File: src/rtl/fpw_pkg.sv
package fpw_pkg;
  localparam int HALF_E = 5;
  localparam int HALF_M = 10;
  localparam int SGL_E  = 8;
  localparam int SGL_M  = 23;
  localparam int DBL_E  = 11;
  localparam int DBL_M  = 52;
  localparam int SRC_W  = 1 + SGL_E + SGL_M;
  localparam int DST_W  = 1 + DBL_E + DBL_M;

  typedef enum logic [1:0] {
    CV_OFF_A = 2'b00,
    CV_H2S   = 2'b01,
    CV_S2D   = 2'b10,
    CV_OFF_B = 2'b11
  } cv_mode_e;
endpackage

File: src/rtl/fpw_lzc.sv
module fpw_lzc #(
  parameter int W   = 10,
  parameter int CNT = $clog2(W + 1)
) (
  input  logic [W-1:0]   vec,
  output logic [CNT-1:0] zeros
);
  always_comb begin
    zeros = CNT'(W);
    for (int i = 0; i < W; i++) begin
      if (vec[i]) zeros = CNT'(W - 1 - i);
    end
  end
endmodule

File: src/rtl/fpw_widen.sv
module fpw_widen #(
  parameter int SE = 5,
  parameter int SM = 10,
  parameter int DE = 8,
  parameter int DM = 23
) (
  input  logic [SE+SM:0] src_bits,
  input  logic           dflt_nan,
  output logic [DE+DM:0] result,
  output logic           snan
);
  localparam int PAD    = DM - SM;
  localparam int BIAS_S = (1 << (SE - 1)) - 1;
  localparam int BIAS_D = (1 << (DE - 1)) - 1;
  localparam int REBIAS = BIAS_D - BIAS_S;
  localparam int LZW    = $clog2(SM + 1);

  logic          sgn;
  logic [SE-1:0] exp_s;
  logic [SM-1:0] man_s;
  logic          e_zero, e_ones, m_zero;
  logic [LZW-1:0] lz;
  logic [SM-1:0] man_shift;
  logic [SM-1:0] frac_sub;

  assign sgn   = src_bits[SE+SM];
  assign exp_s = src_bits[SE+SM-1:SM];
  assign man_s = src_bits[SM-1:0];
  assign e_zero = (exp_s == '0);
  assign e_ones = (exp_s == '1);
  assign m_zero = (man_s == '0);

  fpw_lzc #(.W(SM), .CNT(LZW)) u_lzc (
    .vec   (man_s),
    .zeros (lz)
  );

  assign man_shift = man_s << lz;
  assign frac_sub  = {man_shift[SM-2:0], 1'b0};

  always_comb begin
    snan = 1'b0;
    if (e_ones && !m_zero) begin
      snan = !man_s[SM-1];
      if (dflt_nan)
        result = {1'b0, {DE{1'b1}}, 1'b1, {(DM-1){1'b0}}};
      else
        result = {sgn, {DE{1'b1}}, 1'b1, man_s[SM-2:0], {PAD{1'b0}}};
    end else if (e_ones) begin
      result = {sgn, {DE{1'b1}}, {DM{1'b0}}};
    end else if (e_zero && m_zero) begin
      result = {sgn, {(DE+DM){1'b0}}};
    end else if (e_zero) begin
      result = {sgn, DE'(REBIAS) - DE'(lz), frac_sub, {PAD{1'b0}}};
    end else begin
      result = {sgn, DE'(exp_s) + DE'(REBIAS), man_s, {PAD{1'b0}}};
    end
  end
endmodule

File: src/rtl/fpconv_widen.sv
module fpconv_widen
  import fpw_pkg::*;
(
  input  logic             clk,
  input  logic             rst,
  input  logic             in_valid,
  input  logic [1:0]       mode,
  input  logic             dflt_nan,
  input  logic [SRC_W-1:0] src,
  output logic             out_valid,
  output logic [DST_W-1:0] dst,
  output logic             inv_flag
);
  localparam int SGL_W = 1 + SGL_E + SGL_M;

  logic [SGL_W-1:0] h2s_res;
  logic [DST_W-1:0] s2d_res;
  logic             h2s_snan, s2d_snan;
  logic [DST_W-1:0] sel_res;
  logic             sel_snan;

  fpw_widen #(.SE(HALF_E), .SM(HALF_M), .DE(SGL_E), .DM(SGL_M)) u_h2s (
    .src_bits (src[HALF_E+HALF_M:0]),
    .dflt_nan (dflt_nan),
    .result   (h2s_res),
    .snan     (h2s_snan)
  );

  fpw_widen #(.SE(SGL_E), .SM(SGL_M), .DE(DBL_E), .DM(DBL_M)) u_s2d (
    .src_bits (src),
    .dflt_nan (dflt_nan),
    .result   (s2d_res),
    .snan     (s2d_snan)
  );

  always_comb begin
    unique case (cv_mode_e'(mode))
      CV_H2S: begin
        sel_res  = {{(DST_W-SGL_W){1'b0}}, h2s_res};
        sel_snan = h2s_snan;
      end
      CV_S2D: begin
        sel_res  = s2d_res;
        sel_snan = s2d_snan;
      end
      default: begin
        sel_res  = '0;
        sel_snan = 1'b0;
      end
    endcase
  end

  always_ff @(posedge clk) begin
    if (rst) begin
      out_valid <= 1'b0;
      dst       <= '0;
      inv_flag  <= 1'b0;
    end else begin
      out_valid <= in_valid;
      inv_flag  <= in_valid & sel_snan;
      if (in_valid) dst <= sel_res;
    end
  end
endmodule

File: config.mk
export PLATFORM = sky130hd
export DESIGN_NAME = fpconv_widen
export DESIGN_NICKNAME = d
export VERILOG_FILES = /design/src/rtl/fpw_pkg.sv /design/src/rtl/fpw_lzc.sv /design/src/rtl/fpw_widen.sv /design/src/rtl/fpconv_widen.sv
export SDC_FILE = /design/constraint.sdc
export NUM_CORES = 1
export LEC_CHECK = 0
export BUFFER_PORTS_ARGS = -buffer_cell sky130_fd_sc_hd__clkbuf_2
export CORE_ASPECT_RATIO = 2
export CORE_MARGIN = 1.5
export CORE_UTILIZATION = 45
export CTS_BUF_LIST = sky130_fd_sc_hd__clkbuf_4 sky130_fd_sc_hd__clkbuf_8
export DETAILED_ROUTE_END_ITERATION = 8
export PLACE_DENSITY = 0.7
export SLEW_MARGIN = 20
export SYNTH_ARGS = -nofsm -noshare
export SYNTH_HDL_FRONTEND = slang
export SYNTH_SLANG_ARGS = --single-unit
File: constraint.sdc
create_clock -name clk -period 5 [get_ports clk]
set_input_delay 0.75 -clock clk [delete_from_list [all_inputs] [get_ports clk]]
set_output_delay 0.75 -clock clk [all_outputs]
set_load 0.005 [all_outputs]
* Word level (Yosys, flattened, before mapping)
Cells that the tools add are included.
Widths: inputs -> output; s select.
** Storage, ports and cells
- Output and inout bits :: 66
- Logic and storage cells :: 73
- Register bits :: 66
- Input bits :: 38
** Operators by class
- Muxes and demuxes :: 47
- Bitwise gates (word level) :: 1
- Reduce and logical (&&, ||, !) cells :: 12
- Add/sub/neg operators :: 4
- Equal/unequal tests :: 4
- Shifts and indexed selects :: 2
** Operators by type and width (number)
- $mux 63 :: 3
- $mux 64 :: 2
- $pmux 64 s2 :: 1
- $mux 5 :: 22
- $mux 31 :: 3
- $mux 32 :: 2
- $mux 4 :: 9
- $logic_not 23->1 :: 1
- $shl 23x5->22 :: 1
- $add 8x10->11 const B :: 1
- $sub 10x5->11 const A :: 1
- $logic_not 10->1 :: 1
- $shl 10x4->9 :: 1
- $add 5x7->8 const B :: 1
- $eq 8x8->1 const B :: 1
- $logic_not 8->1 :: 1
- $sub 7x4->8 const A :: 1
- $eq 5x5->1 const B :: 1
- $logic_not 5->1 :: 1
- $logic_and 1x1->1 :: 4
- $logic_not 1->1 :: 4
- $mux 1 :: 3
- $eq 2x1->1 const B :: 1
- $eq 2x2->1 const B :: 1
- 3 further kinds :: 3

* Longest topological paths before layout
- Depth in word-level cells :: 29
- Gate-level depth with buffers :: 13
- Mapped depth without buffers :: 10

* By module
From an unflattened synthesis, not the netlist that was laid out.
** Second synthesis, totals
- Cell total of the unflattened synthesis :: 631
- Area, all modules :: 5544.1 um2
** Modules (own cells, without submodules)
- fpconv_widen :: sequential area each 1321.3 um2, cells each 264, times used 1, area each 2758.9 um2
- fpw_widen (u_s2d) :: sequential area each 0.0 um2, cells each 208, times used 1, area each 1735.4 um2
- fpw_widen (u_h2s) :: sequential area each 0.0 um2, cells each 100, times used 1, area each 715.7 um2
- fpw_lzc (u_s2d.u_lzc) :: sequential area each 0.0 um2, cells each 42, times used 1, area each 236.5 um2
- fpw_lzc (u_h2s.u_lzc) :: sequential area each 0.0 um2, cells each 17, times used 1, area each 97.6 um2

* Worst setup path after synthesis
Ideal clock, no wire load.
- Path kind :: input port to flip-flop
- Start point :: input port src[14]
- End point :: register dst[49]
- Path buffers :: 2
- Data arrival time :: 2.958 ns
- Stages :: 9
- Library setup time :: 0.087 ns
- Required time :: 4.913 ns
- Slack :: 1.955 ns
- Cell sequence :: clkbuf_1 -> or4_1 -> a211o_1 -> nand2_2 -> buf_2 -> mux2_2 -> mux2i_1 -> o21ai_1 -> o31ai_1
** Between the ends
- Cells in the longest elaborated chain, start to end :: 15
- Elaborated cells between the ends (all ways) :: 19
- Classes of those cells :: shift: 1; mux: 14; reduce/logical: 4
** Ends and longest elaborated chain
- start, declared :: line fpconv_widen.sv:9 : input logic [SRC_W-1:0] src,
- $mux 5 (9 in series) :: line fpw_lzc.sv:11 : if (vec[i]) zeros = CNT'(W - 1 - i);
- $shl 23x5->22 :: line fpw_widen.sv:38 : assign man_shift = man_s << lz;
- $mux 63 :: line fpw_widen.sv:53 : end else if (e_zero) begin
- $mux 63 :: line fpw_widen.sv:51 : end else if (e_zero && m_zero) begin
- $mux 63 :: line fpw_widen.sv:49 : end else if (e_ones) begin
- $mux 64 * :: line fpw_widen.sv:43 : if (e_ones && !m_zero) begin
- $pmux 64 s2 * :: line fpconv_widen.sv:37 : unique case (cv_mode_e'(mode))
- end signal, assigned :: line fpconv_widen.sv:61 : if (in_valid) dst <= sel_res;
- end, declared :: line fpconv_widen.sv:11 : output logic [DST_W-1:0] dst,
Every way passes the cells marked *; elsewhere a longest branch is shown, timed or not.
A chain may end at the register's enable or synchronous reset.

* Worst setup path in the final report
- Start point :: input port src[9]
- End point :: register dst[56]
** Between the ends
- Cells in the longest elaborated chain, start to end :: 20
- Elaborated cells between the ends (all ways) :: 24
- Classes of those cells :: add/sub: 1; mux: 19; reduce/logical: 4
** Ends and longest elaborated chain
- $mux 5 (14 in series) :: line fpw_lzc.sv:11
- $sub 10x5->11 :: line fpw_widen.sv:54 : result = {sgn, DE'(REBIAS) - DE'(lz), frac_sub, {PAD{1'b0}}};
- $mux 63 :: line fpw_widen.sv:53
- $mux 63 :: line fpw_widen.sv:51
- $mux 63 :: line fpw_widen.sv:49
- $mux 64 * :: line fpw_widen.sv:43
- $pmux 64 s2 * :: line fpconv_widen.sv:37
Marked as above.

==> metrics.md <==
| Metric | Value |
|---|---|
| Combinational Power Share | `30.4%` |
| Yosys top cell area share | `about a quarter` |
| Clock transition at path regs | `0.11 ns` |
| Fin crit share | `around three quarters` |
| P_sw | `0.000359 W` |
| Kind of critical path | `in -> reg` |
| Worst clock skew | `0 ns` |
| Root Driver | `clkbuf_8` |
| Cell taking the most area after synthesis | `dfxtp_1` |
| Total track usage | `36.1%` |
| Synth cell types | `76` |
| # clock sinks | `52` |
| Inserted Clock Buffers | `5` |
| Cells after DPL | `785` |
| P per Cell Area | `200 nW/µm²` |
| GPL Wtd Cong | `1.06` |
| Synth-to-layout area growth | `10.9%` |
| Max Cap Violations | `0` |
| CTS tree | `yes` |
| Fin cells | `793` |
| Hold_buf cts | `0` |
| Clk pwr share | `26.0%` |
| CP arrival | `3.97 ns` |
| Highest Clock Rate | `269 MHz` |
| CP Capture Type | `register` |
| Sum Neg Setup Slack | `0 ns` |
| Worst R2R Start | `dst[50]` |
| Worst Setup Start Kind | `input pin` |
| Reg-to-Reg End | `dst[50]` |
| Seq/Total Area, Yosys | `23.7%` |
| DR WL/cell | `roughly 24 µm` |
| Die width | `72.9 µm` |
| Main flop type after synthesis | `dfxtp_1` |
| Post-CTS setup buffer count | `0` |
| Share of post-route cells with drive strength above 1 | `19.8%` |
| Post-synthesis simple-gate area fraction | `23.6%` |
| Largest net degree at the start of global routing | `47` |
| Die Y | `143 µm` |
| Worst setup startpoint | `src[9]` |
| Crit-path max FO | `20` |
| Final non-filler cell area | `4870 µm²` |
| Cells on worst reg2reg path | `4` |
| Row count | `50` |
| Main area contributors after synthesis | `dfxtp_1 24%, a21oi_1 7.9%, nor2_1 6.1%, mux2i_1 5.9%, nand2_1 4.9%` |
| Leak Pwr | `1.99 nW` |
| Max Slew Vio Count | `0` |
| Boundary Pins | `104` |
| Flop pwr share | `43.6%` |
| Port buffer count | `90` |
| GRT overflow | `0` |
| DR iter-0 viols | `572` |
| Hold violation total from the final report | `0` |
| Hpwl dp | `~15000 µm` |
| Compound-cell area share of the yosys netlist | `about a third` |
| Initial Util | `a little under half` |
| Vias | `5190` |
| Status | `finished, final reports clean` |
| Synth async-reset ratio | `0%` |
| Worst setup path end | `dst[56]` |
| Sw Share | `36.8%` |
| Post-synthesis mux area share | `8.29%` |
| Detailed Route WL | `between 15000 and 20000 µm` |
| Post-synth EDFFs | `0` |
| Peak VDD IR | `0.142 mV` |
| H-Tree Depth | `2` |
| Mean Syn Cell Area | `7.21 µm²` |
| Mapped Cells | `609` |
| Adder-cell share of the synthesized area | `1.14%` |
| HP Class | `reg -> reg` |
| Slew HR | `37.9%` |
| Unrepaired setup endpoints after global routing | `no` |
| Clk buf depth | `2` |
| Min Hold Slack | `0.466 ns` |
| Placed cell area | `about 4800 µm²` |
| Layout Utilization | `51.6%` |
| Syn Std Cell Area | `4390 µm²` |
| Vias in the first global route | `5000` |
| Main combinational cell family by area after synthesis | `compound AO/OA/AOI/OAI gates` |
| #FFs+latches synth | `52` |
| Internal power | `0.000617 W` |
| Via/cell ratio | `6.54` |
| DIE AREA | `about 10000 µm²` |
| Skew-Pair Late Insertion Delay | `0.32 ns` |
| Post-cts sizing count | `0` |
| Layout Nets | `704` |
| Worst Tran Pin Value | `0.931 ns` |
| Post-layout min period | `3.72 ns` |
| Synth warn | `0` |
| Core Box Area | `9450 µm²` |
| Setup-failing EPs final | `0` |
| # DRC | `0` |
| R2R Setup Slk | `3.61 ns` |
| Crit path required time | `5.25 ns` |
| Antenna-violating nets left | `0` |
| Initial antenna violation count | `0` |
| Ant diodes | `0` |
| Area share of xor/xnor cells in the synthesized design | `0.598%` |
| First-pass DRT Iterations | `6` |
| First-pass GRT wire length | `between 20000 and 30000 µm` |
[flip-flops by register name, indices dropped and copies added (netlist names)]
register   count
dst           50
out_valid      1
inv_flag       1
[area by class of cell]
| class | instances | area (µm²) |
|---|---|---|
| timing repair buffer | 98 | 510 |
| tap | 130 | 163 |
| sequential | 52 | 1040 |
| clock buffer | 5 | 68.8 |
| multi-input combinational | 488 | 3000 |
| fill | 980 | 4580 |
| inverter | 17 | 63.8 |
| clock inverter | 3 | 21.3 |
[worst max-delay path, stage by stage]
cell and delay, ns:
clkbuf_2 0.28, nor2_1 0.38, o311ai_0 0.32, a211o_1 0.41, nand2_2 0.31, inv_2 0.21
ha_1 0.29, a21oi_1 0.39, a21boi_0 0.32, o21ai_0 0.13, a21oi_1 0.16
[power by group through the flow]
| stage | Combinational (W) | Clock [W] | Sequential, W |
|---|---|---|---|
| after floorplan | 0.000194 | 0 | 0.000435 |
| after global placement | 0.000286 | 0 | 0.000435 |
| after detailed placement | 0.000286 | 0 | 0.000435 |
| after CTS | 0.000287 | 0.000253 | 0.000426 |
| after global routing | 0.000313 | 0.000268 | 0.000427 |
| final | 0.000296 | 0.000254 | 0.000426 |
[cells in the mapped netlist, drive strengths merged (4+ instances only)]
cell type	n
a21oi	69
nor2b	5
o22ai	8
o21a	4
mux2	8
a32o	4
dfxtp	52
a222oi	6
o221ai	9
nand2	59
or4	6
o21ai	27
o31ai	7
a2bb2oi	5
nor3	19
a21o	5
a211oi	4
a221oi	8
ha	4
inv	17
mux2i	27
a22oi	16
a31oi	5
o211ai	6
nand2b	10
or2	5
nand3	16
a32oi	5
and2	7
clkbuf	25
buf	39
nor2	73
nor4	9
a21boi	4
[layout by cell type, fill, tap and decap left out, types with 5 or more instances in the layout]
cell,n
a21o_1,5
a21oi_1,69
a221oi_1,8
a222oi_1,6
a22oi_1,16
a31oi_1,5
and2_1,6
buf_4,8
clkbuf_2,90
clkbuf_8,5
conb_1,13
dfxtp_1,52
inv_1,15
mux2_2,8
mux2i_1,26
nand2_1,57
nand2b_1,10
nand3_1,16
nor2_1,71
nor3_1,19
nor4_1,8
o211ai_1,6
o21ai_0,25
o221ai_1,9
o22ai_1,8
o31ai_1,6
or4_1,5
[cells by family (layout without fill, tap and decap cells)]
group	after synthesis	count (layout)
XOR/XNOR	3	3
flip-flops	52	52
AND/OR/NAND/NOR	219	219
other	1	13
AO/OA/AOI/OAI	214	214
multiplexers	35	35
adder cells (fa/ha/maj)	4	4
buffers and inverters	81	123
[worst min path at each step]
stage | slack (ns) | depth (start not counted) | endpoint | startpoint
after floorplan | 0.45 | 2 | dst[34] | dst[34]
after global routing | 0.48 | 2 | dst[57] | dst[57]
after detailed placement | 0.44 | 2 | dst[40] | dst[40]
final | 0.47 | 2 | dst[57] | dst[57]
after global placement | 0.44 | 2 | dst[40] | dst[40]
after CTS | 0.47 | 2 | dst[57] | dst[57]
[per-layer routing]
metal | track usage (%) | vias up | wire length [µm]
li1 | - | 2344 | -
met1 | 38.4 | 2439 | 6610
met4 | 27.5 | 0 | 1620
met3 | 3.74 | 93 | 1050
met2 | 63.2 | 314 | 9610
met5 | 0 | - | 0
[metrics by stage]
stage	setup slack (ns)	power, W
2_1_floorplan	1.96	0.000630
3_3_place_gp	0.905	0.000721
3_5_place_dp	1.05	0.000721
4_1_cts	1.37	0.000966
5_1_grt	1.11	0.00101
6_report	1.28	0.000976
Power figures use the tool's default switching activity.
